<file path="config.mk">
export PLATFORM = sky130hd
export DESIGN_NAME = ow_rom_responder
export DESIGN_NICKNAME = d
export VERILOG_FILES = /design/src/rtl/ow_rom_pkg.sv /design/src/rtl/ow_rom_datapath.sv /design/src/rtl/ow_rom_ctrl.sv /design/src/rtl/ow_rom_responder.sv
export SDC_FILE = /design/constraint.sdc
export NUM_CORES = 1
export LEC_CHECK = 0
export ABC_AREA = 1
export ABC_CLOCK_PERIOD_IN_PS = 4270
export CAP_MARGIN = 30
export CORE_MARGIN = 5
export CORE_UTILIZATION = 30
export DETAILED_ROUTE_END_ITERATION = 10
export HOLD_SLACK_MARGIN = 0.06
export PLACE_DENSITY_LB_ADDON = 0.05
export SLEW_MARGIN = 20
export SYNTH_ARGS = -nofsm -noshare
export SYNTH_HDL_FRONTEND = slang
export SYNTH_SLANG_ARGS = --single-unit
export TNS_END_PERCENT = 20
</file>
<file path="constraint.sdc">
create_clock -name clk -period 4.27 [get_ports clk]
set_clock_uncertainty 0.1 [all_clocks]
set_input_delay 0.6405 -clock clk [delete_from_list [all_inputs] [get_ports clk]]
set_output_delay 0.6405 -clock clk [all_outputs]
set_load 0.05 [all_outputs]
</file>
<file path="src/rtl/ow_rom_pkg.sv">
package ow_rom_pkg;

  localparam int CMD_W = 8;

  localparam logic [CMD_W-1:0] CMD_READ   = 8'h33;
  localparam logic [CMD_W-1:0] CMD_MATCH  = 8'h55;
  localparam logic [CMD_W-1:0] CMD_SKIP   = 8'hCC;
  localparam logic [CMD_W-1:0] CMD_SEARCH = 8'hF0;
  localparam logic [CMD_W-1:0] CMD_ALARM  = 8'hEC;

  typedef enum logic [3:0] {
    S_IDLE,   // waiting for first bus reset
    S_CMD,    // gathering command bits
    S_READ,   // streaming identity
    S_MATCH,  // comparing written bits
    S_ST,     // search: send true bit
    S_SC,     // search: send complement
    S_SW,     // search: take master's choice
    S_SEL,    // identity stage done
    S_DEAD    // out until bus reset
  } respState_t;

  typedef struct packed {
    logic cmdShift;
    logic idxClr;
    logic idxInc;
  } dpStrobe_t;

endpackage

</file>
<file path="src/rtl/ow_rom_datapath.sv">
module ow_rom_datapath
  import ow_rom_pkg::*;
#(
  parameter int ID_W = 64
) (
  input  logic                   clk,
  input  logic                   rstN,
  input  dpStrobe_t              stb,
  input  logic                   bitData,
  input  logic [ID_W-1:0]        idCode,
  output logic [CMD_W-1:0]       nextCmd,
  output logic                   curBit,
  output logic                   cmdFull,
  output logic                   idxLast
);

  localparam int IDX_W = $clog2(ID_W);

  logic [CMD_W-1:0] cmdReg;
  logic [IDX_W-1:0] bitIdx;

  // LSB arrives first, so each new bit enters at the top
  assign nextCmd = {bitData, cmdReg[CMD_W-1:1]};
  assign curBit  = idCode[bitIdx];
  assign cmdFull = (bitIdx == IDX_W'(CMD_W-1));
  assign idxLast = (bitIdx == IDX_W'(ID_W-1));

  always_ff @(posedge clk or negedge rstN) begin
    if (!rstN) begin
      cmdReg <= '0;
      bitIdx <= '0;
    end else begin
      if (stb.cmdShift) cmdReg <= nextCmd;
      if (stb.idxClr)      bitIdx <= '0;
      else if (stb.idxInc) bitIdx <= bitIdx + 1'b1;
    end
  end

  // control must never step the index beyond the identity
  a_r3_no_overrun: assert property (@(posedge clk) disable iff (!rstN)
    (stb.idxInc && !stb.idxClr) |-> !idxLast);

endmodule

</file>
<file path="src/rtl/ow_rom_ctrl.sv">
module ow_rom_ctrl
  import ow_rom_pkg::*;
(
  input  logic             clk,
  input  logic             rstN,
  input  logic             busReset,
  input  logic             bitValid,
  input  logic             bitData,
  input  logic             readReq,
  input  logic             alarmFlag,
  input  logic [CMD_W-1:0] nextCmd,
  input  logic             curBit,
  input  logic             cmdFull,
  input  logic             idxLast,
  output dpStrobe_t        stb,
  output logic             txBit,
  output logic             selected
);

  respState_t state, nState;

  always_ff @(posedge clk or negedge rstN) begin
    if (!rstN) state <= S_IDLE;
    else       state <= nState;
  end

  always_comb begin
    nState = state;
    stb    = '0;
    if (busReset) begin
      nState     = S_CMD;
      stb.idxClr = 1'b1;
    end else begin
      unique case (state)
        S_CMD: if (bitValid) begin
          stb.cmdShift = 1'b1;
          if (cmdFull) begin
            stb.idxClr = 1'b1;
            unique case (nextCmd)
              CMD_READ:   nState = S_READ;
              CMD_MATCH:  nState = S_MATCH;
              CMD_SKIP:   nState = S_SEL;
              CMD_SEARCH: nState = S_ST;
              CMD_ALARM:  nState = alarmFlag ? S_ST : S_DEAD;
              default:    nState = S_DEAD;
            endcase
          end else begin
            stb.idxInc = 1'b1;
          end
        end
        S_READ: if (readReq) begin
          if (idxLast) nState = S_SEL;
          else         stb.idxInc = 1'b1;
        end
        S_MATCH: if (bitValid) begin
          if (bitData != curBit) nState = S_DEAD;
          else if (idxLast)      nState = S_SEL;
          else                   stb.idxInc = 1'b1;
        end
        S_ST: if (readReq) nState = S_SC;
        S_SC: if (readReq) nState = S_SW;
        S_SW: if (bitValid) begin
          if (bitData != curBit) nState = S_DEAD;
          else if (idxLast)      nState = S_SEL;
          else begin
            stb.idxInc = 1'b1;
            nState     = S_ST;
          end
        end
        default: ;
      endcase
    end
  end

  always_comb begin
    unique case (state)
      S_READ, S_ST: txBit = curBit;
      S_SC:         txBit = ~curBit;
      default:      txBit = 1'b1;
    endcase
  end

  assign selected = (state == S_SEL);

  a_r2_skip_selects: assert property (@(posedge clk) disable iff (!rstN)
    (state == S_CMD && bitValid && !busReset && cmdFull && nextCmd == CMD_SKIP)
    |=> selected);

  a_r5_complement: assert property (@(posedge clk) disable iff (!rstN)
    (state == S_ST && readReq && !busReset) |=> (txBit == !$past(txBit)));

  a_r7_reset_clears: assert property (@(posedge clk) disable iff (!rstN)
    busReset |=> !selected);

  a_r9_sel_holds: assert property (@(posedge clk) disable iff (!rstN)
    (selected && !busReset) |=> selected);

  a_r4_mismatch_drops: assert property (@(posedge clk) disable iff (!rstN)
    (state == S_MATCH && bitValid && !busReset && bitData != curBit)
    |=> (!selected && txBit));

endmodule

</file>
<file path="src/rtl/ow_rom_responder.sv">
module ow_rom_responder
  import ow_rom_pkg::*;
#(
  parameter int ID_W = 64
) (
  input  logic            clk,
  input  logic            rstN,
  input  logic            busReset,
  input  logic            bitValid,
  input  logic            bitData,
  input  logic            readReq,
  input  logic            alarmFlag,
  input  logic [ID_W-1:0] idCode,
  output logic            txBit,
  output logic            selected
);

  dpStrobe_t        stb;
  logic [CMD_W-1:0] nextCmd;
  logic             curBit;
  logic             cmdFull;
  logic             idxLast;

  ow_rom_ctrl u_ctrl (
    .clk(clk), .rstN(rstN), .busReset(busReset), .bitValid(bitValid),
    .bitData(bitData), .readReq(readReq), .alarmFlag(alarmFlag),
    .nextCmd(nextCmd), .curBit(curBit), .cmdFull(cmdFull),
    .idxLast(idxLast), .stb(stb), .txBit(txBit), .selected(selected)
  );

  ow_rom_datapath #(.ID_W(ID_W)) u_dp (
    .clk(clk), .rstN(rstN), .stb(stb), .bitData(bitData), .idCode(idCode),
    .nextCmd(nextCmd), .curBit(curBit), .cmdFull(cmdFull), .idxLast(idxLast)
  );

endmodule

</file>
### Yosys cells after proc, flatten, opt, wreduce, memory -nomap -nowiden

Index checks and enable logic that the tools add are counted.

| operators by class | value |
|---|---|
| add/subtract/negate cells | 1 |
| multipliers | 0 |
| divide/modulo/power cells | 0 |
| $lt $le $gt $ge | 1 |
| equal/unequal tests | 22 |
| shifts and indexed selects | 0 |
| multiplexer cells | 32 |
| bitwise logic cells | 1 |
| reduce and logical (&&, ||, !) cells | 5 |

Operator list:

| kind | count |
|---|---|
| 4-bit two-way mux | 12 |
| 8-bit equality test (second input constant) | 3 |
| 4-bit case mux with 6 select lines | 1 |
| 3-bit != test (second input constant) | 7 |
| 4-bit case mux with 5 select lines | 1 |
| 4-bit by 3-bit equality test with 1-bit output (second input constant) | 4 |
| 6-bit two-way mux | 2 |
| 1-bit two-way mux | 10 |
| 4-bit by 2-bit equality test with 1-bit output (second input constant) | 2 |
| 8-bit by 6-bit equality test with 1-bit output (second input constant) | 1 |
| 8-bit by 7-bit equality test with 1-bit output (second input constant) | 1 |
| 8-bit AND reduction | 1 |
| 6-bit by 7-bit < comparator with 1-bit output (second input constant) | 1 |
| 7-bit nonzero test | 1 |
| 6-bit by 1-bit adder with 6-bit output (second input constant) | 1 |
| 1-bit binary-select mux with 6-bit select | 1 |
| 6-bit by 3-bit equality test with 1-bit output (second input constant) | 1 |
| 6-bit equality test (second input constant) | 1 |
| 4-bit by 1-bit equality test with 1-bit output (second input constant) | 1 |
| 2-bit two-way mux | 2 |
| 2-bit OR reduction | 2 |
| 3-bit two-way mux | 1 |
| 1-bit case mux with 3 select lines | 1 |
| 1-bit case mux with 2 select lines | 1 |
| 3 further kinds | 3 |

| storage, ports and cells | value |
|---|---|
| register bits | 18 |
| bits in latches | 0 |
| memory bits (writable) | 0 |
| bits in read-only memories | 0 |
| input port bits | 71 |
| output and inout bits | 2 |
| word-level logic and storage cells | 65 |
| memories kept | 0 |

### Longest topological paths before layout

Gate-level depths: netlist of the first run.

| logic depth | value |
|---|---|
| word-level depth | 9 |
| gate-level depth with buffers | 18 |
| gate-level depth less buffers | 17 |

### Modules after synthesis

Synthesis of the first run repeated with hierarchy kept, for this count alone.

| unflattened totals | value |
|---|---|
| cell total of the unflattened synthesis | 360 |
| area total of the unflattened synthesis | 2049.5 sq um |

By module, submodules not included:

| module | times used | cells each | area each (sq um) | sequential area each (sq um) |
|---|---|---|---|---|
| ow_rom_datapath | 1 | 232 | 1362.6 | 325.3 |
| ow_rom_ctrl | 1 | 128 | 686.9 | 100.1 |

### Worst setup path before layout of the first run

No wires, ideal clock.

| timing path | value |
|---|---|
| kind | reg-to-output |
| start | register u_dp.bitIdx[0] |
| end | output txBit |
| arrival | 2019 ps |
| required time | 3530 ps |
| slack | 1510 ps |
| cell stages (with the launch flop) | 12 |
| path buffers | 2 |
| cell sequence | dfrtp_1 -> buf_6 -> buf_8 -> nor2_1 -> nor2_1 -> o21ai_1 -> nand3_1 -> nand3_1 -> nand3_1 -> nand2_1 -> nand2_2 -> o211ai_1 |

| between the ends | value |
|---|---|
| word-level cells in the longest chain between the ends | 4 |

RTL lines:

| what | line | source |
|---|---|---|
| start, declared | ow_rom_datapath.sv:20 | `logic [IDX_W-1:0] bitIdx;` |
| start signal, assigned | ow_rom_datapath.sv:35 | `else if (stb.idxInc) bitIdx <= bitIdx + 1'b1;` |
| 1-bit binary-select mux with 6-bit select * | ow_rom_datapath.sv:24 | `assign curBit = idCode[bitIdx];` |
| 1-bit two-way mux (not written as such) * | ow_rom_datapath.sv:24 |  |
| 1-bit NOT | ow_rom_ctrl.sv:78 | `S_SC: txBit = ~curBit;` |
| 1-bit case mux with 2 select lines * | ow_rom_ctrl.sv:76 | `unique case (state)` |
| end, declared | ow_rom_responder.sv:14 | `output logic txBit,` |

Mark *: on every way between the ends. The rest lies on a longest branch, timed or not. The select of a mux whose other input is x is not followed.

### Worst setup path in the final report of the first run

Same ends and word-level chain as after synthesis.

==> results of run 1 <==
## worst min-delay path by stage
stage	startpoint	to	slack, ns	cells after the start
floorplan	rstN	u_ctrl.state[0]$_DFFE_PN0P_	0.24	0
global placement	u_ctrl.state[3]$_DFFE_PN0P_	u_ctrl.state[3]$_DFFE_PN0P_	0.39	2
detailed placement	u_ctrl.state[2]$_DFFE_PN0P_	u_ctrl.state[2]$_DFFE_PN0P_	0.40	2
CTS	u_ctrl.state[2]$_DFFE_PN0P_	u_ctrl.state[2]$_DFFE_PN0P_	0.42	2
global route	u_ctrl.state[2]$_DFFE_PN0P_	u_ctrl.state[2]$_DFFE_PN0P_	0.47	2
finish	u_ctrl.state[2]$_DFFE_PN0P_	u_ctrl.state[2]$_DFFE_PN0P_	0.42	2
## sequential cells by signal, summed over array words and instances (netlist names)
register / cells
u_dp.cmdReg: 7
u_dp.bitIdx: 6
u_ctrl.state: 4
## final cells by class
type                    count  area [sq um]
fillers                   700          3590
clock inverters             1          7.51
well taps                  77          96.3
inverters                  42           158
flip-flops and latches     17           425
multi-input cells         270          1270
clock buffers               3          41.3
repair buffers             75           761
## power by group
group | total, mW | internal (mW) | leakage (nW) | switching [mW]
clock | 0.130 | 0.0658 | 0.0217 | 0.0639
combinational | 0.205 | 0.103 | 1.08 | 0.102
sequential | 0.191 | 0.175 | 0.216 | 0.0155
## synth_stat cells, types with 2 or more instances
library cell,number
dfrtp_1,17
a21oi_1,10
nand2_4,2
nand3_1,51
nand4_1,6
inv_1,42
nand2_2,4
o21ai_0,13
buf_6,3
nand3_2,2
nand2_1,107
nor4_1,3
buf_4,3
o211ai_1,2
nor3_1,2
nor2_1,49
buf_2,5
xor2_1,3
o21ai_1,4
## worst max-delay path: stages, from the launching register on
cell and delay, ns:
dfrtp_1 0.38, inv_1 0.64, o21ai_0 0.21, a21oi_1 0.19, nor2_1 0.05, nor2_1 0.12, nand2_1 0.12, nand2_2 0.12
o21ai_0 0.09, o211ai_1 0.15, buf_12 0.18
## kinds of logic (layout without fill, tap and decap cells)
family	count (synthesis)	in the layout	share of synthesized area (%)
xor+xnor	3	3	1.35
fa+ha+maj	1	1	0.641
buf+inv	55	121	13.2
compound gates	35	35	10.4
simple gates	231	231	52.6
flops	17	17	21.8
## routing by layer
metal | global-route usage [%] | up-vias | wire length (microns)
met5 | 0 | - | 0
met4 | 3.47 | 0 | 56
met3 | 3.08 | 4 | 378
met2 | 23.4 | 60 | 2660
met1 | 21.5 | 979 | 3110
li1 | - | 1229 | -
==> flow_summary.toml, run 1 <==
[finish]
area_delta_synth_final_pct = 41.3
num_antenna_cells = 0
fin_nets = 481
fin_cells = 485
layout_commonest_cell = "nand2_1"
drive_gt1_share_pct = 5.15
final_cell_area_sq_um = 2760
final_cell_mix = "nand2_1 (107), clkdlybuf4s50_1 (71), nand3_1 (51)"
finish.utilization_pct = 43.4

[floorplanning]
num_rows = 29
io_pins = 73
core_area_sq_um = 6350
dieArea_sq_um = 8220
die_w_microns = 90.7
start_util_pct = 30.7
die_h_microns = 90.7

[global_route]
grt_pass1_vias = 2230
grt_usage_pct = 15.2
grt_overflow = 0
grt_pass1_wl_microns = 10700
grt_max_degree = 39
antenna_found_initial = 0

[synth]
yosysTopAreaCellShare_pct = 21.8
synth-edff-count = 0
synthArstFlopShare_pct = 100
synthTopCellsByArea = "dfrtp_1 (22%), nand2_1 (21%), nand3_1 (13%)"
ys_seq_area_share_pct = 21.8
yosys_warnings = 0
synth_area_sq_um = 1950
syn_nets = 414
syn_avg_cell_area_sq_um = 5.71
yosysTopAreaCell = "dfrtp_1"
synth_cells = 342
synthFlopType = "dfrtp_1"
synth-seq-cells = 17
synth.distinct_cells = 33

[placement]
place.gp.congestion = 0.855
dpl.hpwl_microns = 4650
io_buffers = 72
placed_cells = 480
placed_area_sq_um = 2690
place_ws_ns = 1.16

[worst_setup_path]
critPathRequiredTime_ns = 3.53
cp_max_fo = 30
rr_startpoint = "u_dp.bitIdx[0]$_DFFE_PN0P_"
end_kind = "output port"
crit_start = "u_dp.bitIdx[0]$_DFFE_PN0P_"
r2r_cells = 12
r2r_end = "u_dp.bitIdx[3]$_DFFE_PN0P_"
worstSetupStartpointType = "register"
crit_end = "txBit"
arrival_ns = 2.51
path_class = "reg2out"
r2r_slack_ns = 1.74

[cts]
clock-sinks = 17
cts_buffer_depth = 2
cts-root-buf = "clkbuf_8"
cts_resized = 0
post_cts_buffers = 0
cts_tree = "yes"
clk_latency_ns = 0.26
htreeDepth = 1
hold_buffers = 0
cts_buffers = 3
clk_pin_slew_ns = 0.08

[timing]
fin_crit_sh_pct = 76.1
max_slew_margin_pct = 41.1
setup_viol = 0
worstMarginPinSlew_ns = 0.882
fmax_ghz = 0.308
finalMaxSlewViolations = 0
rsz0062_at_grt = "false"
hold_viol_final = 0
tns_ns = 0
period_minus_slack_ns = 3.25
worst_hold_slack_ns = 0.416
layout_setup_ws_ns = 1.02

[routing]
vias = 2272
drt_iter0_drc = 81
drtPass1Iterations = 4
drc_errors = 0
postRouteWirelength_microns = 6210
wire_per_inst_microns = 12.8
antenna_left = 0
drt-vias-per-instance = 4.68

[power_and_ir_drop]
ir_drop_mv = 0.209
power.leakage_nw = 1.32
power_density_nw_per_um2 = 191
power.total_uw = 525

[job]
cap_viol_max_count = 0

[min_path]
holdCritPathClass = "reg2reg"

[run_status]
status = "complete, no violations"
Power figures use the tool's default switching activity.
==> inputs of run 2 (changes only) <==
--- a/config.mk
+++ b/config.mk
@@ -6,7 +6,7 @@
 export NUM_CORES = 1
 export LEC_CHECK = 0
 export ABC_AREA = 1
-export ABC_CLOCK_PERIOD_IN_PS = 4270
+export ABC_CLOCK_PERIOD_IN_PS = 3250
 export CAP_MARGIN = 30
 export CORE_MARGIN = 5
 export CORE_UTILIZATION = 30
==> constraint.sdc (replaced) <==
create_clock -name clk -period 3.25 [get_ports clk]
set_clock_uncertainty 0.1 [all_clocks]
set_input_delay 0.4875 -clock clk [delete_from_list [all_inputs] [get_ports clk]]
set_output_delay 0.4875 -clock clk [all_outputs]
set_load 0.05 [all_outputs]
==> flow_summary.toml, run 2 (same netlist as run 1, synthesis figures left out) <==
[run_status]
status = "complete, no violations"

[finish]
layout_commonest_cell = "nand2_1"
fin_nets = 483
regMostFlops = "u_dp.cmdReg"
top_regs = "u_dp.cmdReg: 7 flops, u_dp.bitIdx: 6 flops, u_ctrl.state: 4 flops"
largest_reg_flops = 7
final_cell_mix = "nand2_1 (107), clkdlybuf4s50_1 (71), nand3_1 (51)"
drive_gt1_share_pct = 5.61
nFillCells = 663
final_cell_area_sq_um = 2770
area_delta_synth_final_pct = 42.1
num_antenna_cells = 0

[global_route]
grt_pass1_wl_microns = 10700
grt_pass1_vias = 2311
antenna_found_initial = 0
grt_max_degree = 31
grt_overflow = 0
grt_usage_pct = 15.2

[cts]
cts_buffer_depth = 2
clk_pin_slew_ns = 0.07
cts_tree = "yes"
hold_buffers = 0
cts-root-buf = "clkbuf_8"
clk_latency_ns = 0.26
cts_buffers = 3
clock-sinks = 17
post_cts_buffers = 0
htreeDepth = 1
cts_resized = 0

[job]
cap_viol_max_count = 0

[timing]
period_minus_slack_ns = 2.90
hold_viol_final = 0
fmax_ghz = 0.345
tns_ns = 0
rsz0062_at_grt = "false"
fin_crit_sh_pct = 89.1
worstMarginPinSlew_ns = 0.534
max_slew_margin_pct = 64.3
setup_viol = 0
finalMaxSlewViolations = 0

[floorplanning]
num_rows = 29
start_util_pct = 30.7
dieArea_sq_um = 8220
io_pins = 73
die_h_microns = 90.7
die_w_microns = 90.7
core_area_sq_um = 6350

[power_and_ir_drop]
ir_drop_mv = 0.192
power.leakage_nw = 1.33
power_density_nw_per_um2 = 248

[min_path]
holdCritPathClass = "in2async"

[worst_setup_path]
arrival_ns = 2.31
slowest_delay_ns = 0.38
cp_max_fo = 30
worst_path_max_delay_cell = "dfrtp_1"
r2r_slack_ns = 0.83
path_cells = "buf_4 -> inv_1 -> buf_4 -> nand2_1 -> nand3_1 -> nand2_1 -> nand2_1 -> nand2_1 -> nor2_1 -> nor2_1 -> nand2_1 -> nand2_2 -> o211ai_1 -> buf_12"
crit_top_cell = "nand2_1"
path_class = "reg2out"
critPathRequiredTime_ns = 2.66
end_kind = "output port"
worstSetupStartpointType = "register"

[placement]
dpl.hpwl_microns = 4760
placed_area_sq_um = 2710
place.gp.congestion = 0.833
io_buffers = 72

[routing]
postRouteWirelength_microns = 6240
wire_per_inst_microns = 12.8
vias = 2317
drc_errors = 0
drtPass1Iterations = 4
drt_iter0_drc = 76
drt-vias-per-instance = 4.76
antenna_left = 0
==> run 2: cell types whose count changed in the layout (fill, tap and decap cells not counted) <==
cell	change
buf_4	+2
==> run 2: layout make-up <==
class                      instances  area [sq um]  area share [%]
multi-input combinational        270          1270            45.8
timing repair buffer              77           776            28.0
sequential                        17           425            15.3
inverter                          42           158            5.69
tap                               77          96.3            3.47
clock buffer                       3          41.3            1.49
clock inverter                     1          7.51           0.271
==> run 2: final timing paths <==
| kind | startpoint | endpoint | cells past startpoint |
|---|---|---|---|
| worst min-delay path | rstN | u_ctrl.state[0]$_DFFE_PN0P_ | 1 |
| max in group asynchronous | rstN | u_dp.cmdReg[7]$_DFFE_PN0P_ | 2 |
| min in group clk | u_ctrl.state[3]$_DFFE_PN0P_ | u_ctrl.state[3]$_DFFE_PN0P_ | 2 |
| worst max-delay path | u_dp.bitIdx[0]$_DFFE_PN0P_ | txBit | 14 |
| worst max register to register | u_dp.bitIdx[0]$_DFFE_PN0P_ | u_ctrl.state[0]$_DFFE_PN0P_ | 11 |
| worst min register to register | u_ctrl.state[3]$_DFFE_PN0P_ | u_ctrl.state[3]$_DFFE_PN0P_ | 2 |
==> run 2: worst max-delay path: cells and delay by family (launching register included) <==
family / cells / cell delay [ns]
AO/OA/AOI/OAI: 1 / 0.27
flip-flops: 1 / 0.38
buffers and inverters: 4 / 0.70
AND/OR/NAND/NOR: 9 / 0.70
==> run 2: routing by layer <==
metal  vias to the layer above  routed length (microns)  global-route usage (%)
met5                         -                        0                       0
met4                         0                       51                    3.23
met3                         4                      355                    2.42
met2                        61                     2700                    23.9
met1                      1015                     3130                    21.7
li1                       1237                        -                       -
==> run 2: where the power goes <==
part	switching, mW	internal [mW]
clock	0.0780	0.0863
combinational	0.135	0.137
sequential	0.0200	0.231
==> run 2: through the flow <==
step                      power [mW]  std cells  hold slack [ns]  setup slack [ns]  utilization [%]
after floorplan                0.407        342           0.0919             0.643                -
after global placement         0.525        482            0.392             0.517             42.7
after detailed placement       0.526        482            0.398             0.466             42.7
after CTS                      0.698        486            0.417             0.296             43.4
after global routing           0.746        487            0.397             0.105             43.7
final                          0.688        487            0.387             0.353             43.7
==> inputs of run 3 (changes only) <==
--- a/config.mk
+++ b/config.mk
@@ -12,7 +12,6 @@
 export CORE_UTILIZATION = 30
 export DETAILED_ROUTE_END_ITERATION = 10
 export HOLD_SLACK_MARGIN = 0.06
-export PLACE_DENSITY_LB_ADDON = 0.05
 export SLEW_MARGIN = 20
 export SYNTH_ARGS = -nofsm -noshare
 export SYNTH_HDL_FRONTEND = slang
==> flow_summary.toml, run 3 (same netlist as run 1, synthesis figures left out) <==
[worst_setup_path]
critPathRequiredTime_ns = 2.66
end_kind = "output port"
path_class = "reg2out"
cp_max_fo = 30
arrival_ns = 2.35
worstSetupStartpointType = "register"

[finish]
regMostFlops = "u_dp.cmdReg"
largest_reg_flops = 7
drive_gt1_share_pct = 5.38
top_regs = "u_dp.cmdReg: 7 flops, u_dp.bitIdx: 6 flops, u_ctrl.state: 4 flops"
layout_commonest_cell = "nand2_1"
fin_nets = 482
final_cell_area_sq_um = 2760
num_antenna_cells = 0
final_cell_mix = "nand2_1 (107), clkdlybuf4s50_1 (71), nand3_1 (51)"
area_delta_synth_final_pct = 41.3

[floorplanning]
io_pins = 73
num_rows = 29
die_w_microns = 90.7
dieArea_sq_um = 8220
core_area_sq_um = 6350
start_util_pct = 30.7
die_h_microns = 90.7

[timing]
finalMaxSlewViolations = 0
fin_crit_sh_pct = 90.2
layout_setup_ws_ns = 0.317
hold_viol_final = 0
worstMarginPinSlew_ns = 0.783
setup_viol = 0
max_slew_margin_pct = 47.7
fmax_ghz = 0.341
period_minus_slack_ns = 2.93
rsz0062_at_grt = "false"
tns_ns = 0

[routing]
drtPass1Iterations = 4
vias = 2330
drc_errors = 0
top_layer_used = "met4"
wire_per_inst_microns = 12.5
postRouteWirelength_microns = 6100
dr_wl_met2_microns = 2590
drt_iter0_drc = 89
antenna_left = 0
wl_met3_microns = 388
drt-vias-per-instance = 4.79
wl_met1_microns = 3090

[power_and_ir_drop]
switching_share_pct = 33.9
ir_drop_mv = 0.300
p_seq_share_pct = 36.5
pwr-share-comb_pct = 39.2
power.leakage_nw = 1.32
cell_internal_pwr_uw = 453
switching_power_uw = 232
power_density_nw_per_um2 = 248
clkPwrFrac_pct = 24.2

[cts]
clk_pin_slew_ns = 0.07
post_cts_buffers = 0
hold_buffers = 0
htreeDepth = 1
cts_buffers = 3
cts-root-buf = "clkbuf_8"
clock-sinks = 17
cts_buffer_depth = 2
clk_latency_ns = 0.25
cts_tree = "yes"
cts_resized = 0

[placement]
place.gp.congestion = 0.885
dpl.hpwl_microns = 4790
io_buffers = 72
placed_area_sq_um = 2710
place_ws_ns = 0.462

[global_route]
grt_pass1_wl_microns = 10500
antenna_found_initial = 0
grt_pass1_vias = 2233
grt_max_degree = 31
grt_usage_pct = 14.8
grt_overflow = 0

[run_status]
status = "complete, no violations"

[job]
cap_viol_max_count = 0

[min_path]
holdCritPathClass = "reg2reg"
==> run 3: cell types whose count changed in the layout (fill, tap and decap cells not counted), sizes merged <==
| cell | before | now |
|---|---|---|
| buf | 6 | 5 |
==> run 3: worst max-delay path, cell delays in order (launching register included) <==
cell and delay [ns]:
dfrtp_1 0.38, buf_4 0.18, inv_1 0.06, buf_4 0.29
nand2_1 0.12, nand3_1 0.09, nand3_1 0.09, nand3_1 0.11
nand2_1 0.06, nor2_2 0.09, nand2_2 0.07, nand2_2 0.12
o21ai_0 0.10, o211ai_1 0.15, buf_12 0.18
==> run 3: power groups by stage <==
stage               sequential [mW]  clock, mW  combinational [mW]
global route                  0.253      0.185               0.302
CTS                           0.250      0.173               0.272
floorplan                     0.250          0               0.157
global placement              0.254          0               0.268
detailed placement            0.254          0               0.270
finish                        0.250      0.166               0.269
==> run 3: path summary, 6_finish.rpt <==
| check | startpoint | to | slack, ns | depth (start not counted) |
|---|---|---|---|---|
| setup reg to reg | u_dp.bitIdx[0]$_DFFE_PN0P_ | u_dp.bitIdx[2]$_DFFE_PN0P_ | 0.90 | 16 |
| hold / removal | u_ctrl.state[2]$_DFFE_PN0P_ | u_ctrl.state[2]$_DFFE_PN0P_ | 0.42 | 2 |
| min in group asynchronous | rstN | u_ctrl.state[0]$_DFFE_PN0P_ | 0.59 | 1 |
| hold reg to reg | u_ctrl.state[2]$_DFFE_PN0P_ | u_ctrl.state[2]$_DFFE_PN0P_ | 0.42 | 2 |
| max in group asynchronous | rstN | u_dp.bitIdx[1]$_DFFE_PN0P_ | 1.97 | 1 |
| setup / recovery | u_dp.bitIdx[0]$_DFFE_PN0P_ | txBit | 0.32 | 14 |
==> run 3: layer usage <==
metal  up-vias  global-route usage, %
met4         0                   1.86
met2        69                   23.7
met3         4                   3.42
li1       1236                      -
met1      1021                   20.7
met5         -                      0
==> run 3: final cells by class <==
cell class | instances | area (sq um)
Inverter | 42 | 158
Clock buffer | 3 | 41.3
Fill cell | 694 | 3590
Clock inverter | 1 | 7.51
Timing Repair Buffer | 76 | 761
Tap cell | 77 | 96.3
Multi-Input combinational cell | 270 | 1270
Sequential cell | 17 | 425
==> run 3: per-stage QoR <==
stage,total power [mW],util [%],hold WS (ns),instances
after floorplan,0.407,-,0.0919,342
after global placement,0.522,42.7,0.399,482
after detailed placement,0.524,42.7,0.399,482
after CTS,0.695,43.4,0.419,486
after global routing,0.741,43.4,0.449,486
final,0.685,43.4,0.423,486
